**src/rtl/sram_rdo_pkg.sv**
```systemverilog
`timescale 1ns/1ps
// Shared types of the SRAM read output stage.
// Assumes: both mode encodings are chosen so that all-low pins mean
// pipelined reads with single-cycle deselect.
package sram_rdo_pkg;

    typedef enum logic {
        RD_PIPELINED = 1'b0,
        RD_FLOWTHRU  = 1'b1
    } rd_mode_e;

    typedef enum logic {
        DS_SINGLE = 1'b0,
        DS_DUAL   = 1'b1
    } ds_mode_e;

    // Events that take effect on the bus in the current cycle.
    typedef struct packed {
        logic read;
        logic desel;
    } stage_evt_t;

endpackage

```
**src/rtl/sram_rdo_cmd_stage.sv**
```systemverilog
`timescale 1ns/1ps
// Command timing stage: accepts the read and deselect strobes and aligns
// each one to the cycle in which it acts on the bus. A read acts at once in
// flow-through mode and one cycle later in pipelined mode. A deselect acts
// at once in single-cycle mode and one cycle later in dual-cycle mode.
// Assumes: strobes come from input registers; mode pins are static.
module sram_rdo_cmd_stage
    import sram_rdo_pkg::*;
(
    input  logic       clk,
    input  logic       rst_n,
    input  rd_mode_e   rd_mode,
    input  ds_mode_e   ds_mode,
    input  logic       rd_cmd,
    input  logic       dsel_cmd,
    output logic       rd_acc,
    output stage_evt_t evt
);

    logic rd_dly_q;
    logic ds_dly_q;

    // A deselect in the same cycle as a read suppresses the read.
    always_comb begin
        rd_acc = rd_cmd & ~dsel_cmd;
    end

    // One-stage delay line for both strobes.
    always_ff @(posedge clk) begin
        if (!rst_n) begin
            rd_dly_q <= 1'b0;
            ds_dly_q <= 1'b0;
        end else begin
            rd_dly_q <= rd_acc;
            ds_dly_q <= dsel_cmd;
        end
    end

    // Pick, per mode, the tap at which each strobe acts.
    always_comb begin
        evt.read  = (rd_mode == RD_FLOWTHRU) ? rd_acc : rd_dly_q;
        evt.desel = (ds_mode == DS_DUAL)     ? ds_dly_q : dsel_cmd;
    end

endmodule

```
**src/rtl/sram_rdo_drive_ctrl.sv**
```systemverilog
`timescale 1ns/1ps
// Drive state: decides whether the bus is owned in the current cycle.
// A read taking effect claims the bus and a deselect taking effect releases
// it. With neither, the previous state holds. If both act in one cycle they
// come from different commands, and the newer one wins: that is the read
// under dual-cycle deselect and the deselect under single-cycle deselect.
// Assumes: events come from sram_rdo_cmd_stage.
module sram_rdo_drive_ctrl
    import sram_rdo_pkg::*;
(
    input  logic       clk,
    input  logic       rst_n,
    input  ds_mode_e   ds_mode,
    input  stage_evt_t evt,
    output logic       drv_valid
);

    logic own_q;

    // Resolve this cycle's ownership from the events and the held state.
    always_comb begin
        if (evt.read && evt.desel) begin
            drv_valid = (ds_mode == DS_DUAL);
        end else if (evt.read) begin
            drv_valid = 1'b1;
        end else if (evt.desel) begin
            drv_valid = 1'b0;
        end else begin
            drv_valid = own_q;
        end
    end

    // Carry ownership into the next cycle.
    always_ff @(posedge clk) begin
        if (!rst_n) begin
            own_q <= 1'b0;
        end else begin
            own_q <= drv_valid;
        end
    end

endmodule

```
**src/rtl/sram_rdo_data_stage.sv**
```systemverilog
`timescale 1ns/1ps
// Data path: one rising-edge output register that loads on every accepted
// read. In pipelined mode the register drives the output. In flow-through
// mode the array word bypasses it in a read cycle and the register supplies
// the held word otherwise.
// Assumes: arr_rdata is valid in the cycle of the read strobe.
module sram_rdo_data_stage
    import sram_rdo_pkg::*;
#(
    parameter int DATA_W = 18
) (
    input  logic              clk,
    input  logic              rst_n,
    input  rd_mode_e          rd_mode,
    input  logic              rd_acc,
    input  logic [DATA_W-1:0] arr_rdata,
    output logic [DATA_W-1:0] data_out
);

    logic [DATA_W-1:0] word_q;

    // Output register: capture the array word of each accepted read.
    always_ff @(posedge clk) begin
        if (!rst_n) begin
            word_q <= '0;
        end else if (rd_acc) begin
            word_q <= arr_rdata;
        end
    end

    // Bypass or registered path, chosen by the read mode.
    always_comb begin
        if (rd_mode == RD_FLOWTHRU && rd_acc) begin
            data_out = arr_rdata;
        end else begin
            data_out = word_q;
        end
    end

    // between pipelined reads the output word does not move.
    p_hold_word_r4: assert property (@(posedge clk) disable iff (!rst_n)
        (rd_mode == RD_PIPELINED && !rd_acc) |=> $stable(data_out));

endmodule

```
**src/rtl/sram_rdo_pad_bit.sv**
```systemverilog
`timescale 1ns/1ps
// One data lane toward the pad: the data bit passes through, and the drive
// enable combines bus ownership with the output enable.
// Assumes: out_en is combinational and needs no synchronising.
module sram_rdo_pad_bit (
    input  logic data_bit,
    input  logic drv_valid,
    input  logic out_en,
    output logic pad_d,
    output logic pad_en
);

    // Lane gating.
    always_comb begin
        pad_d  = data_bit;
        pad_en = drv_valid & out_en;
    end

endmodule

```
**src/rtl/sram_rd_out_stage.sv**
```systemverilog
`timescale 1ns/1ps
// Top of the SRAM read output stage. It aligns the commands, tracks bus
// ownership, holds or bypasses the read word, and fans out to one pad lane
// per data bit.
// Assumes: cfg_flow and cfg_dual are held static while out of reset.
module sram_rd_out_stage #(
    parameter int DATA_W = 18
) (
    input  logic              clk,
    input  logic              rst_n,
    input  logic              cfg_flow,
    input  logic              cfg_dual,
    input  logic              rd_cmd,
    input  logic              dsel_cmd,
    input  logic [DATA_W-1:0] arr_rdata,
    input  logic              out_en,
    output logic [DATA_W-1:0] dq_out,
    output logic [DATA_W-1:0] dq_drv_en
);
    import sram_rdo_pkg::*;

    localparam logic [DATA_W-1:0] LANES_ON  = '1;
    localparam logic [DATA_W-1:0] LANES_OFF = '0;

    rd_mode_e          rd_mode;
    ds_mode_e          ds_mode;
    logic              rd_acc;
    stage_evt_t        evt;
    logic              drv_valid;
    logic [DATA_W-1:0] data_word;

    // Map the configuration pins onto mode types.
    always_comb begin
        rd_mode = rd_mode_e'(cfg_flow);
        ds_mode = ds_mode_e'(cfg_dual);
    end

    sram_rdo_cmd_stage u_cmd (
        .clk      (clk),
        .rst_n    (rst_n),
        .rd_mode  (rd_mode),
        .ds_mode  (ds_mode),
        .rd_cmd   (rd_cmd),
        .dsel_cmd (dsel_cmd),
        .rd_acc   (rd_acc),
        .evt      (evt)
    );

    sram_rdo_drive_ctrl u_drv (
        .clk       (clk),
        .rst_n     (rst_n),
        .ds_mode   (ds_mode),
        .evt       (evt),
        .drv_valid (drv_valid)
    );

    sram_rdo_data_stage #(.DATA_W(DATA_W)) u_data (
        .clk       (clk),
        .rst_n     (rst_n),
        .rd_mode   (rd_mode),
        .rd_acc    (rd_acc),
        .arr_rdata (arr_rdata),
        .data_out  (data_word)
    );

    for (genvar b = 0; b < DATA_W; b++) begin : g_lane
        sram_rdo_pad_bit u_lane (
            .data_bit  (data_word[b]),
            .drv_valid (drv_valid),
            .out_en    (out_en),
            .pad_d     (dq_out[b]),
            .pad_en    (dq_drv_en[b])
        );
    end

    // a flow-through read is on the bus in its own cycle.
    p_flow_same_cycle_r3: assert property (@(posedge clk) disable iff (!rst_n)
        (cfg_flow && rd_cmd && !dsel_cmd) |-> (drv_valid && dq_out == arr_rdata));

    // a pipelined read shows its word one cycle later, unless a
    // single-cycle deselect in that cycle takes the bus first.
    p_pipe_next_cycle_r2: assert property (@(posedge clk) disable iff (!rst_n)
        (!cfg_flow && rd_cmd && !dsel_cmd) |=>
            (dq_out == $past(arr_rdata) && (drv_valid || (dsel_cmd && !cfg_dual))));

    // a single-cycle deselect releases the bus in its own cycle.
    p_single_release_r5: assert property (@(posedge clk) disable iff (!rst_n)
        (!cfg_dual && dsel_cmd) |-> (dq_drv_en == LANES_OFF));

    // a dual-cycle deselect releases the bus in the next cycle, unless a
    // flow-through read in that cycle takes it back.
    p_dual_release_r6: assert property (@(posedge clk) disable iff (!rst_n)
        (cfg_dual && dsel_cmd) |=> (!drv_valid || (cfg_flow && rd_cmd && !dsel_cmd)));

    // with output enable low, no lane drives.
    p_oe_gates_lanes_r9: assert property (@(posedge clk) disable iff (!rst_n)
        !out_en |-> (dq_drv_en == LANES_OFF));

    // all lanes agree.
    p_lanes_agree_r10: assert property (@(posedge clk) disable iff (!rst_n)
        (dq_drv_en == LANES_OFF) || (dq_drv_en == LANES_ON));

endmodule

```
**config.mk**
```make
export PLATFORM = sky130hd
export DESIGN_NAME = sram_rd_out_stage
export DESIGN_NICKNAME = d
export VERILOG_FILES = /design/src/rtl/sram_rdo_pkg.sv /design/src/rtl/sram_rdo_cmd_stage.sv /design/src/rtl/sram_rdo_drive_ctrl.sv /design/src/rtl/sram_rdo_data_stage.sv /design/src/rtl/sram_rdo_pad_bit.sv /design/src/rtl/sram_rd_out_stage.sv
export SDC_FILE = /design/constraint.sdc
export NUM_CORES = 1
export LEC_CHECK = 0
export BUFFER_PORTS_ARGS = -buffer_cell sky130_fd_sc_hd__buf_4
export CORE_MARGIN = 8
export CORE_UTILIZATION = 24
export DETAILED_ROUTE_END_ITERATION = 10
export SYNTH_ARGS = -nofsm -noshare
export SYNTH_HDL_FRONTEND = slang
export SYNTH_SLANG_ARGS = --single-unit
```
**constraint.sdc**
```tcl
create_clock -name clk -period 4.27 [get_ports clk]
set_input_delay 1.281 -clock clk [delete_from_list [all_inputs] [get_ports clk]]
set_output_delay 1.281 -clock clk [all_outputs]
set_load 0.02 [all_outputs]
```
==> summary.txt <==
Logic synthesis
  • Syn. warnings: 0
  • Register area share after synthesis: 0.314
  • Syn Area/Cell: 9.12 um2
  • Synthesized instance count: approximately 150
  • Post-synthesis cell type count: 16
  • Synth top area cells: dfxtp_1 (31%), buf_4 (21%), mux2_4 (11%), nand2_1 (10%), a21boi_0 (9.5%)
  • Syn Nets: 172
  • Post-synth top area share: 0.314
  • Dominant cell type by area after synthesis: dfxtp_1
  • #FFs+latches synth: 21
  • Synthesized cell area: approximately 1300 um2

GRT
  • Grt ovf: 0
  • GRT Total Usage: 0.0735
  • Vias in the first global route: 979
  • Global-route wire length before repair: 5.02 mm
  • Initial antenna violation count: 0
  • Largest net degree at the start of global routing: 22

Place
  • Routability Congestion: between 0.6 and 0.7
  • Port buffer count: 60
  • DP Wirelength: 2.28 mm

Floorplan
  • Die Y: about 90 um
  • Initial core utilization: 0.246
  • Die X: 90.7 um
  • Core Region: about 5400 um2
  • Die area: 8230 um2
  • Ports: 61
  • # rows: 27

Setup path
  • Buf/Inv on CP: 2
  • Crit path depth: 5
  • Crit path largest cell delay: 0.49 ns
  • Crit path from: dsel_cmd
  • CP max FO: 18
  • Reg2reg end: u_drv.own_q
  • Worst Setup EP: dq_drv_en[15]
  • Crit. End Element: output port
  • CP arrival: 2.67 ns
  • Worst R2R Setup Slack: 3.34 ns
  • Cells along the critical path: buf_4, nor2b_4, a221o_1, and3_1, buf_4
  • Crit path max-delay family: simple AND/OR/NAND/NOR gates
  • Worst-case reg-to-reg path depth: 3
  • Slowest stage cell, crit path: and3_1
  • Cell mode on critical path: buf_4
  • CP required: approximately 3 ns
  • Crit path kind: input pin to output port
  • Reg2reg start: u_cmd.rd_dly_q
  • Type of origin of the critical path: input pin

Routing
  • # DRC: 0
  • Via density: 3.90
  • First DRT Iteration DRCs: 36
  • First drt pass iteration count: 4
  • WL/cell: about 12 um
  • ANT nets after route: 0
  • Via count: 940
  • Post-Route WL: about 3.0 mm

Cells and area
  • Final Util: 0.295
  • Area Overhead vs Synth: 19.9%
  • N_diodes: 0
  • Most frequent cells in the layout: buf_4 (61), nand2_1 (37), dfxtp_1 (21)
  • Commonest non-fill, non-tap cell in the layout: buf_4
  • Final-stage net count: 195
  • Layout cell share with drive strength beyond 1: 0.497
  • # fillers: 596

STA
  • Final Hold Fails: 0
  • Fmax: 253 MHz
  • Tmin final: 3.95 ns
  • Clk_skew: 0.000147 ns
  • RSZ-0062 raised after global routing: no
  • Fin Hold WS: about 0.46 ns
  • Crit share post-route: 0.925
  • Pin slew with the least headroom to its limit: 0.751 ns
  • Relative slew slack: 0.500
  • Slew Limit Fails: 0
  • Setup TNS: 0 ns
  • Final setup viols: 0

Clocking
  • CTS resizes: 0
  • TritonCTS Buffers: 3
  • Clock root cell: clkbuf_8
  • Hold Buf Count CTS: 0
  • CTS tree: yes
  • Clk_lat worst skew: 0.26 ns
  • Setup Fix Bufs, Post-CTS: 0
  • CTS sink count: 21
  • Depth of the CTS H-tree: 1
  • Clock-pin transition on the worst setup and hold timing paths: 0.08 ns
  • Bufs on Longest Clock Path: 2

Pwr
  • PD cells: around 290 nW/um2
  • Peak supply drop: 0.109 mV
  • Leak: 0.763 nW
  • Total power: 0.462 mW

Run status
  • Outcome: completed

Job
  • Max cap viols: 0

Worst hold path
  • Class of the most critical hold timing path: flop to flop
  • Hold path cells: 2
-- cell usage after synthesis --
cell,instances
a21boi_1,1
buf_6,3
mux2_4,10
nand2_4,1
a21boi_0,17
nor2b_4,1
and3_1,2
clkbuf_1,2
mux2_2,8
and2_1,2
buf_4,38
a221o_1,1
nand2_1,37
nand2b_1,2
nor2b_1,1
dfxtp_1,21
-- flip-flops by register name (all words and copies together), names as in the netlist --
name	cells
u_data.word_q	18
u_cmd.ds_dly_q	1
u_cmd.rd_dly_q	1
u_drv.own_q	1
-- how the worst min path moves through the flow --
stage	startpoint	endpoint	slack, ns
final	u_data.word_q[2]	u_data.word_q[2]	0.46
after global routing	u_data.word_q[13]	u_data.word_q[13]	0.49
after CTS	u_data.word_q[2]	u_data.word_q[2]	0.46
after detailed placement	u_data.word_q[2]	u_data.word_q[2]	0.45
after global placement	u_data.word_q[2]	u_data.word_q[2]	0.45
after floorplan	u_data.word_q[2]	u_data.word_q[2]	0.43
-- power breakdown --
group	leakage, nW	switching, mW	total, mW	internal [mW]
clock network	0.0228	0.0659	0.132	0.0664
logic	0.569	0.0600	0.121	0.0609
registers	0.172	0.00377	0.209	0.205
total	0.763	0.130	0.462	0.332
-- worst min-delay path: stages, from the launching register on --
cell and delay [ns]:
dfxtp_1 0.32, nand2_1 0.05, a21boi_1 0.05
-- metal layers --
metal / global-route usage / wire (um)
met1: 0.0773 / 1230
met4: 0.0166 / 19
met5: 0 / 0
met3: 0.0382 / 310
met2: 0.127 / 1420
-- metrics by stage --
stage | instance area (um2) | instances | worst slack, ns
after detailed placement | 1560 | 237 | 0.275
after CTS | 1610 | 241 | 0.269
after global placement | 1560 | 237 | 0.350
final | 1610 | 241 | 0.319
after floorplan | 1340 | 147 | 0.727
after global routing | 1610 | 241 | 0.167
-- logic make-up (layout without fill, tap and decap cells) --
group | count (synthesis) | in the layout | synth area share
buffers and inverters | 43 | 65 | 0.244
and+or+nand+nor | 46 | 46 | 0.155
DFF | 21 | 21 | 0.314
muxes | 18 | 18 | 0.179
AOI/OAI and AO/OA | 19 | 19 | 0.108
-- cell type report --
type                       count  area (um2)  area share
clock buffer                   4        45.0      0.0280
tap                           72        90.1      0.0561
multi-input combinational     83         593       0.369
sequential                    21         420       0.262
timing repair buffer          61         458       0.285
Power figures use the tool's default switching activity.
